$ cat src/rtl/cmp_wdog_pkg.sv
package cmp_wdog_pkg;

    typedef enum logic {
        MODE_TIMER = 1'b0,
        MODE_WDOG  = 1'b1
    } wd_mode_e;

endpackage

$ cat src/rtl/cmp_wdog_regs.sv
module cmp_wdog_regs
    import cmp_wdog_pkg::*;
#(
    parameter int CNT_W  = 6,
    parameter int DATA_W = 8,
    parameter int ADDR_W = 8,
    parameter logic [ADDR_W-1:0] LIM_ADDR = 8'hE0,
    parameter logic [ADDR_W-1:0] CTL_ADDR = 8'hD3,
    parameter int MODE_BIT = 5,
    parameter int CLR_BIT  = 6
) (
    input  logic              clk,
    input  logic              rst_n,
    input  logic              wr_en,
    input  logic [ADDR_W-1:0] wr_addr,
    input  logic [DATA_W-1:0] wr_data,
    output logic [CNT_W-1:0]  limit,
    output wd_mode_e          mode,
    output logic              clr
);

    typedef struct packed {
        logic [CNT_W-1:0] limit;
        wd_mode_e         mode;
    } regs_t;

    localparam regs_t REGS_RST = '{limit: '1, mode: MODE_TIMER};

    regs_t regs_d, regs_q;
    logic  lim_wr, ctl_wr;
    logic  unused_data;

    assign unused_data = ^wr_data;

    always_comb begin
        regs_d = regs_q;
        lim_wr = wr_en && (wr_addr == LIM_ADDR);
        ctl_wr = wr_en && (wr_addr == CTL_ADDR);
        if (lim_wr) begin
            regs_d.limit = wr_data[CNT_W-1:0];
        end
        if (ctl_wr) begin
            regs_d.mode = wd_mode_e'(wr_data[MODE_BIT]);
        end
    end

    always_ff @(posedge clk or negedge rst_n) begin
        if (!rst_n) begin
            regs_q <= REGS_RST;
        end else begin
            regs_q <= regs_d;
        end
    end

    // clear is a strobe in the write cycle only; nothing is stored
    assign clr   = lim_wr && wr_data[CLR_BIT];
    assign limit = regs_q.limit;
    assign mode  = regs_q.mode;

    // mode only moves on a control write
    a_r7_mode_hold: assert property (@(posedge clk) disable iff (!rst_n)
        !(wr_en && (wr_addr == CTL_ADDR)) |=> $stable(mode));

    // limit only moves on a limit write
    a_r6_limit_hold: assert property (@(posedge clk) disable iff (!rst_n)
        !(wr_en && (wr_addr == LIM_ADDR)) |=> $stable(limit));

endmodule

$ cat src/rtl/cmp_wdog_core.sv
module cmp_wdog_core
    import cmp_wdog_pkg::*;
#(
    parameter int CNT_W = 6
) (
    input  logic             clk,
    input  logic             rst_n,
    input  logic             tick,
    input  logic             clr,
    input  logic [CNT_W-1:0] limit,
    input  wd_mode_e         mode,
    output logic             irq,
    output logic             wdt_rst
);

    typedef struct packed {
        logic [CNT_W-1:0] cnt;
        logic             irq;
        logic             rst;
    } core_t;

    localparam core_t CORE_RST = '{cnt: '0, irq: 1'b0, rst: 1'b0};

    core_t            st_d, st_q;
    logic [CNT_W-1:0] nxt_cnt;
    logic             hit;

    always_comb begin
        st_d     = st_q;
        st_d.irq = 1'b0;
        st_d.rst = 1'b0;
        nxt_cnt  = (st_q.cnt == limit) ? '0 : st_q.cnt + CNT_W'(1);
        hit      = 1'b0;
        if (clr) begin
            st_d.cnt = '0;
        end else if (tick) begin
            hit      = (nxt_cnt == limit);
            st_d.cnt = (hit && (mode == MODE_WDOG)) ? '0 : nxt_cnt;
            st_d.irq = hit && (mode == MODE_TIMER);
            st_d.rst = hit && (mode == MODE_WDOG);
        end
    end

    always_ff @(posedge clk or negedge rst_n) begin
        if (!rst_n) begin
            st_q <= CORE_RST;
        end else begin
            st_q <= st_d;
        end
    end

    assign irq     = st_q.irq;
    assign wdt_rst = st_q.rst;

    // count holds without tick or clear
    a_r2_hold: assert property (@(posedge clk) disable iff (!rst_n)
        (!tick && !clr) |=> $stable(st_q.cnt));

    // clear beats a coincident tick
    a_r8_clear_wins: assert property (@(posedge clk) disable iff (!rst_n)
        clr |=> (st_q.cnt == '0) && !irq && !wdt_rst);

    // a timer event leaves the count sitting on the old limit
    a_r4_irq_at_limit: assert property (@(posedge clk) disable iff (!rst_n)
        irq |-> (st_q.cnt == $past(limit)) && $past(tick) && ($past(mode) == MODE_TIMER));

    // a watchdog event restarts the count
    a_r5_wd_restart: assert property (@(posedge clk) disable iff (!rst_n)
        wdt_rst |-> (st_q.cnt == '0) && $past(tick) && ($past(mode) == MODE_WDOG));

    // never both outputs together
    a_r4_exclusive: assert property (@(posedge clk) disable iff (!rst_n)
        !(irq && wdt_rst));

endmodule

$ cat src/rtl/cmp_wdog.sv
module cmp_wdog
    import cmp_wdog_pkg::*;
#(
    parameter int CNT_W  = 6,
    parameter int DATA_W = 8,
    parameter int ADDR_W = 8,
    parameter logic [ADDR_W-1:0] LIM_ADDR = 8'hE0,
    parameter logic [ADDR_W-1:0] CTL_ADDR = 8'hD3,
    parameter int MODE_BIT = 5,
    parameter int CLR_BIT  = 6
) (
    input  logic              clk,
    input  logic              rst_n,
    input  logic              tick,
    input  logic              wr_en,
    input  logic [ADDR_W-1:0] wr_addr,
    input  logic [DATA_W-1:0] wr_data,
    output logic              irq,
    output logic              wdt_rst
);

    logic [CNT_W-1:0] limit;
    wd_mode_e         mode;
    logic             clr;

    cmp_wdog_regs #(
        .CNT_W    (CNT_W),
        .DATA_W   (DATA_W),
        .ADDR_W   (ADDR_W),
        .LIM_ADDR (LIM_ADDR),
        .CTL_ADDR (CTL_ADDR),
        .MODE_BIT (MODE_BIT),
        .CLR_BIT  (CLR_BIT)
    ) i_regs (
        .clk     (clk),
        .rst_n   (rst_n),
        .wr_en   (wr_en),
        .wr_addr (wr_addr),
        .wr_data (wr_data),
        .limit   (limit),
        .mode    (mode),
        .clr     (clr)
    );

    cmp_wdog_core #(
        .CNT_W (CNT_W)
    ) i_core (
        .clk     (clk),
        .rst_n   (rst_n),
        .tick    (tick),
        .clr     (clr),
        .limit   (limit),
        .mode    (mode),
        .irq     (irq),
        .wdt_rst (wdt_rst)
    );

endmodule

$ cat config.mk
export PLATFORM = sky130hd
export DESIGN_NAME = cmp_wdog
export DESIGN_NICKNAME = d
export VERILOG_FILES = /design/src/rtl/cmp_wdog_pkg.sv /design/src/rtl/cmp_wdog_regs.sv /design/src/rtl/cmp_wdog_core.sv /design/src/rtl/cmp_wdog.sv
export SDC_FILE = /design/constraint.sdc
export NUM_CORES = 1
export LEC_CHECK = 0
export ABC_AREA = 0
export BUFFER_PORTS_ARGS = -buffer_cell sky130_fd_sc_hd__buf_2
export CAP_MARGIN = 20
export CORE_MARGIN = 2
export CORE_UTILIZATION = 40
export CTS_CLUSTER_DIAMETER = 120
export DETAILED_ROUTE_END_ITERATION = 6
export PLACE_DENSITY = 0.7
export SYNTH_ARGS = -nofsm -noshare
export SYNTH_HDL_FRONTEND = slang
export SYNTH_HIERARCHICAL = 1
export SYNTH_SLANG_ARGS = --single-unit
$ cat constraint.sdc
create_clock -name clk -period 4.04 [get_ports clk]
set_input_delay 0.202 -clock clk [delete_from_list [all_inputs] [get_ports clk]]
set_output_delay 0.202 -clock clk [all_outputs]
set_load 0.005 [all_outputs]
==> run_results.csv, run 1 <==
group,metric,value,unit
status,run_status,"complete, no violations",
timing,final.period_utilization,64.0,%
critical_path,path_max_fanout,8,
synth,synth_enable_flop_cells,0,
layout,most-common-layout-cells,"buf_2, dfrtp_1",
synth,ys_seq_area_share,37.4,%
detailed_routing,drc,0,
layout,n_fill_cell,241,
die,fp.dieW,54.6,microns
die,io_pins,22,
timing,worst_slew_pin_slew,501,ps
detailed_routing,wl_per_cell,15.0,microns
job,maxCapViolCount,0,
grt,grt_util_all_layers,16.8,%
cts,htree_levels,1,
detailed_routing,via_per_inst,5.62,
synth,postSynthAreaPerCell,11.2,sq um
layout,register_area,383,sq um
cts,clock-sinks,15,
detailed_routing,num_vias,798,
pwr,ir_drop,0.256,mV
cts,ctsResizeCount,0,
grt,grt_pass1_wl,3510,microns
critical_path,path_cells,"ha_1 > xnor3_1 > and3_1 > or4b_1 > o211ai_2 > o21ai_2 > o21ba_4 > a221o_1",
layout,layout-drive-gt1-share,36.6,%
timing,setup_violations,0,
timing,holdWs,144,ps
detailed_routing,drt_wl_total,2130,microns
cts,clk_path_buf_depth,2,
placement,hpwl,1570,microns
critical_path,max_stage_delay,490,ps
timing,skew,0.395,ps
synth,synth_flop_cell,"dfrtp_1",
synth,synth_cells,91,
layout,fin_nets,134,
die,die_area,2980,sq um
die,coreArea,2450,sq um
die,die_h,54.6,microns
critical_path,critPathArrivalTime,2760,ps
grt,grt_max_degree,16,
layout,utilization,47.7,%
timing,fmax,0.387,GHz
placement,io_buffers,20,
cts,cts-root-buf,"clkbuf_4",
critical_path,crit_required,4210,ps
layout,layout_commonest_cell,"buf_2",
timing,rsz0062_at_grt,"false",
synth,synth-seq-cells,15,
die,start_util,41.7,%
timing,period_minus_slack,2590,ps
critical_path,start_kind,"flip-flop",
pwr,p_per_area,507,nW/um^2
timing,setup_tns,0,ps
synth,async_flop_share,100,%
grt,grt_pass1_vias,784,
die,rows,18,
grt,antenna_found_initial,0,
critical_path,path_class,"flip-flop to flip-flop",
critical_path,reg2reg_slack,1450,ps
timing,final_max_slew_viol_count,0,
layout,multiInputGateArea,601,sq um
synth,synth_fp_nets,112,
grt,grt_overflow,0,
pwr,power.leakage,0.541,nW
cts,path_clk_slew,100,ps
detailed_routing,postRouteAntennaNets,0,
synth,yosys_warnings,6,
synth,synth_area,1020,sq um
layout,syn2layout_area_growth,14.3,%
detailed_routing,firstDrtPassIters,4,
cts,cts_tree,"yes",
synth,ys_types,42,
timing,hold_violations,0,
placement,finalWeightedCongestion,0.861,
layout,antenna_cells,0,
cts,numCtsBuffers,3,
timing,slew_headroom,66.3,%
detailed_routing,drt_iter0_drc,13,
critical_path,crit_slowest_cell,"dfrtp_1",
worst_hold_path,hp-class,"primary input to flip-flop",
cts,clk_latency,280,ps
critical_path,endpoint_kind,"flip-flop",
==> final timing paths <==
path,to,depth (start not counted),from
worst max-delay path,i_core/st_q[7],8,i_core/st_q[2]
worst min-delay path,i_regs/limit[1],2,wr_data[1]
worst max register to register,i_core/st_q[7],8,i_core/st_q[2]
worst min register to register,i_core/irq,1,i_regs/mode
max in group asynchronous,i_regs/limit[2],2,rst_n
min in group asynchronous,i_core/st_q[6],2,rst_n
==> synthesized netlist by cell type, drive strengths merged (2+ instances only) <==
cell	count	area share (%)
a221o	3	2.9
a32o	2	2.0
and3	2	1.3
buf	4	2.8
dfrtp	9	22
dfstp	6	15
inv	3	1.1
mux2	7	9.9
nand2	3	1.1
nand3	4	2.0
nand3b	2	1.5
nand4b	2	1.7
nor2	4	1.5
nor3	2	0.98
nor4	6	3.7
o211ai	2	2.0
o21ai	2	1.3
or4b	2	2.0
xnor2	4	3.4
xor2	6	5.1
==> registers in the layout, summed over array words and instances (netlist names) <==
| register | count |
|---|---|
| i_regs/limit | 6 |
| i_core/irq | 1 |
| i_core/st_q | 6 |
| i_regs/mode | 1 |
| i_core/wdt_rst | 1 |
==> per-layer routing <==
metal | track usage, % | vias up | routed length [microns]
met3 | 1.64 | 0 | 73
met2 | 29.0 | 18 | 1090
li1 | - | 391 | -
met5 | 0 | - | 0
met1 | 21.0 | 389 | 961
met4 | 7.50 | 0 | 0
==> kinds of logic (layout without fill, tap and decap cells) <==
kind of cell               Yosys count  after routing  synth area share [%]
and+or+nand+nor                     32             32                  19.0
buffers and inverters                7             28                  3.91
xor gates and xnor gates            12             12                  13.1
DFF                                 15             15                  37.4
AOI/OAI and AO/OA                   17             17                  15.5
muxes                                7              7                  9.90
adders and majority gates            1              1                  1.22
==> stage by stage <==
step	instances	total power [mW]	worst slack (ps)	area, sq um
4_1_cts	142	0.592	1470	1170
2_1_floorplan	91	0.453	1710	1020
5_1_grt	142	0.632	1340	1170
3_5_place_dp	137	0.502	1470	1130
6_report	142	0.593	1450	1170
3_3_place_gp	137	0.492	1490	1130
==> area by class of cell <==
| class | instances | area share (%) |
|---|---|---|
| Timing Repair Buffer | 21 | 9.41 |
| Clock inverter | 1 | 0.428 |
| Inverter | 3 | 0.963 |
| Sequential cell | 15 | 32.7 |
| Tap cell | 30 | 3.21 |
| Clock buffer | 3 | 1.93 |
| Multi-Input combinational cell | 69 | 51.3 |
==> critical path, delay by kind of cell (launching register included) <==
family	cells	cell delay (ps)
AO/OA/AOI/OAI	4	790
XOR/XNOR	1	230
adder cells (fa/ha/maj)	1	320
AND/OR/NAND/NOR	2	660
flip-flops	1	490
==> power breakdown <==
part / internal, mW / switching [mW]
Clock: 0.0367 / 0.0510
Sequential: 0.181 / 0.0575
Combinational: 0.149 / 0.118
==> repair_timing <==
item | CTS | global route
buffers inserted | 0 | 0
endpoints found under the hold margin | 9 | 0
hold buffers | 1 | 0
Note: power is estimated with default switching activity, not from simulation.
==> run 2, diff against run 1 <==
PLACE_DENSITY = 0.72   (was 0.7)
clock period = 2.1 ns   (was 4.04 ns; I/O delays follow)
==> run 2 against run 1 <==
  * The run now ends with setup timing left
  * Hold slack got worse by 120 ps
  * Worst setup slack got worse by 1700 ps
  * Cell count up 19%
  * Global-route usage is 3.4 points higher
  * Die area unchanged
  * Sequential share of layout area shrank 5.6 points
  * Register-to-register slack lost 1700 ps
  * Critical path type unchanged
  * Critical endpoint is now i_core/st_q[4]
  * Largest cell class unchanged
==> run_results.csv, run 2 (synthesis gave the netlist of run 1 again) <==
group,metric,value,unit
critical_path,path_max_fanout,4,
timing,final_max_slew_viol_count,0,
status,violations,"setup timing",
die,die_area,2980,sq um
critical_path,crit_slowest_cell,"or4b_4",
detailed_routing,drt_iter0_drc,26,
timing,slew_headroom,70.3,%
cts,cts_tree,"yes",
timing,hold_violations,0,
cts,clk_path_buf_depth,2,
layout,syn2layout_area_growth,38.9,%
critical_path,critPathArrivalTime,2510,ps
timing,worst_slew_pin_slew,443,ps
detailed_routing,firstDrtPassIters,4,
pwr,p_per_area,1030,nW/um^2
placement,place_area,1340,sq um
timing,setup_ws,-219,ps
placement,io_buffers,20,
critical_path,path_cells,"ha_4 > xnor3_1 > and3_1 > or4b_4 > o211ai_2 > a311o_1 > nor3b_2 > a221o_1",
critical_path,reg2reg_slack,-220,ps
cts,numCtsBuffers,3,
critical_path,r2r_cells,8,
critical_path,rr_startpoint,"i_core/st_q[2]",
timing,rsz0062_at_grt,"true",
detailed_routing,num_vias,950,
critical_path,worst-path-stages,8,
critical_path,crit_end,"i_core/st_q[4]",
grt,grt_max_degree,16,
die,die_h,54.6,microns
pwr,intPower,926,uW
worst_hold_path,hp-class,"primary input to flip-flop",
grt,grt_pass1_wl,4130,microns
layout,antenna_cells,0,
layout,fin_nets,161,
die,io_pins,22,
grt,antenna_found_initial,0,
timing,period_minus_slack,2320,ps
job,maxCapViolCount,0,
detailed_routing,postRouteAntennaNets,0,
timing,final.period_utilization,110,%
pwr,pwr-share-comb,59.2,%
pwr,p_switching,533,uW
timing,setup_violations,6,
layout,fin_cells,169,
pwr,seqPwrFrac,28.6,%
cts,clock-sinks,15,
detailed_routing,drc,0,
placement,dp.cells,162,
cts,path_clk_slew,100,ps
detailed_routing,drt_wl_total,2530,microns
critical_path,crit_family,"simple AND/OR/NAND/NOR gates",
timing,holdWs,24.2,ps
placement,hpwl,1960,microns
critical_path,path_class,"flip-flop to flip-flop",
pwr,swShare,36.5,%
critical_path,endpoint_kind,"flip-flop",
cts,htree_levels,1,
critical_path,cp-startpoint,"i_core/st_q[2]",
grt,grt_overflow,0,
grt,grt_pass1_vias,958,
layout,layout_commonest_cell,"buf_4",
grt,grt_util_all_layers,20.2,%
cts,cts-root-buf,"clkbuf_4",
cts,clk_latency,300,ps
layout,fin_area,1420,sq um
critical_path,path_buf_inv,0,
placement,finalWeightedCongestion,0.848,
die,start_util,41.7,%
timing,skew,7.60,ps
layout,n_fill_cell,210,
die,fp.dieW,54.6,microns
pwr,power.leakage,0.680,nW
critical_path,start_kind,"flip-flop",
layout,layout-drive-gt1-share,54.7,%
critical_path,r2r_end,"i_core/st_q[4]",
pwr,ir_drop,0.551,mV
critical_path,crit_required,2290,ps
status,run_status,"complete, but fails checks",
layout,most-common-layout-cells,"buf_4, buf_2, dfrtp_1",
die,rows,18,
critical_path,max_stage_delay,460,ps
timing,fmax,0.431,GHz
pwr,p_clk_share,12.2,%
die,coreArea,2450,sq um
detailed_routing,via_per_inst,5.62,
detailed_routing,wl_per_cell,15.0,microns
==> run 2: repair_timing <==
item,in CTS,in global routing
resized for setup,5,2
endpoints found under the setup margin,7,8
hold buffers,1,0
pin swaps,8,0
buffers inserted,2,0
hold endpoints to repair,13,0
==> run 2: area by class of cell <==
class                   count  area, sq um  share of cell area (%)
clock buffers               3         22.5                    1.58
clock inverters             1         5.00                   0.352
inverters                   3         11.3                   0.792
multi-input cells          69          647                    45.5
flip-flops and latches     15          385                    27.1
well taps                  30         37.5                    2.64
repair buffers             48          313                    22.0
==> run 2: through the flow <==
step / util, % / total power, mW / worst slack [ps] / TNS (ps)
CTS: 57.3 / 1.45 / -203 / -832
detailed placement: 54.4 / 1.22 / -206 / -869
floorplan: - / 0.902 / -154 / -631
global route: 57.9 / 1.55 / -274 / -1250
finish: 57.9 / 1.46 / -219 / -892
global placement: 54.4 / 1.19 / -149 / -613
==> run 2: power groups by stage <==
stage | logic, mW | clock network (mW) | registers, mW
finish | 0.863 | 0.177 | 0.418
global route | 0.933 | 0.196 | 0.426
floorplan | 0.496 | 0 | 0.406
global placement | 0.776 | 0 | 0.417
detailed placement | 0.803 | 0 | 0.422
CTS | 0.849 | 0.184 | 0.418
==> run 2: routing by layer <==
layer  global-route usage [%]  vias to the layer above  wire length [microns]
li1                         -                      443                      -
met2                     35.9                       39                   1320
met5                        0                        -                      0
met4                     11.3                        0                     77
met1                     22.4                      459                   1020
met3                     3.55                        9                    119
==> run 2: worst register-to-register path, delay by kind of cell (launching register included) <==
| kind | cells | cell delay (ps) |
|---|---|---|
| and+or+nand+nor | 3 | 700 |
| AOI/OAI and AO/OA | 3 | 700 |
| DFF | 1 | 440 |
| xor gates and xnor gates | 1 | 200 |
| adders and majority gates | 1 | 180 |
==> run 2: worst min-delay path by stage <==
stage                     cells past startpoint       start              end
after floorplan                               0       rst_n       i_core/irq
after global placement                        1       rst_n   i_core/st_q[5]
after detailed placement                      1       rst_n   i_core/st_q[5]
after CTS                                     2  wr_data[3]  i_regs/limit[3]
after global routing                          2  wr_data[3]  i_regs/limit[3]
final                                         2  wr_data[3]  i_regs/limit[3]
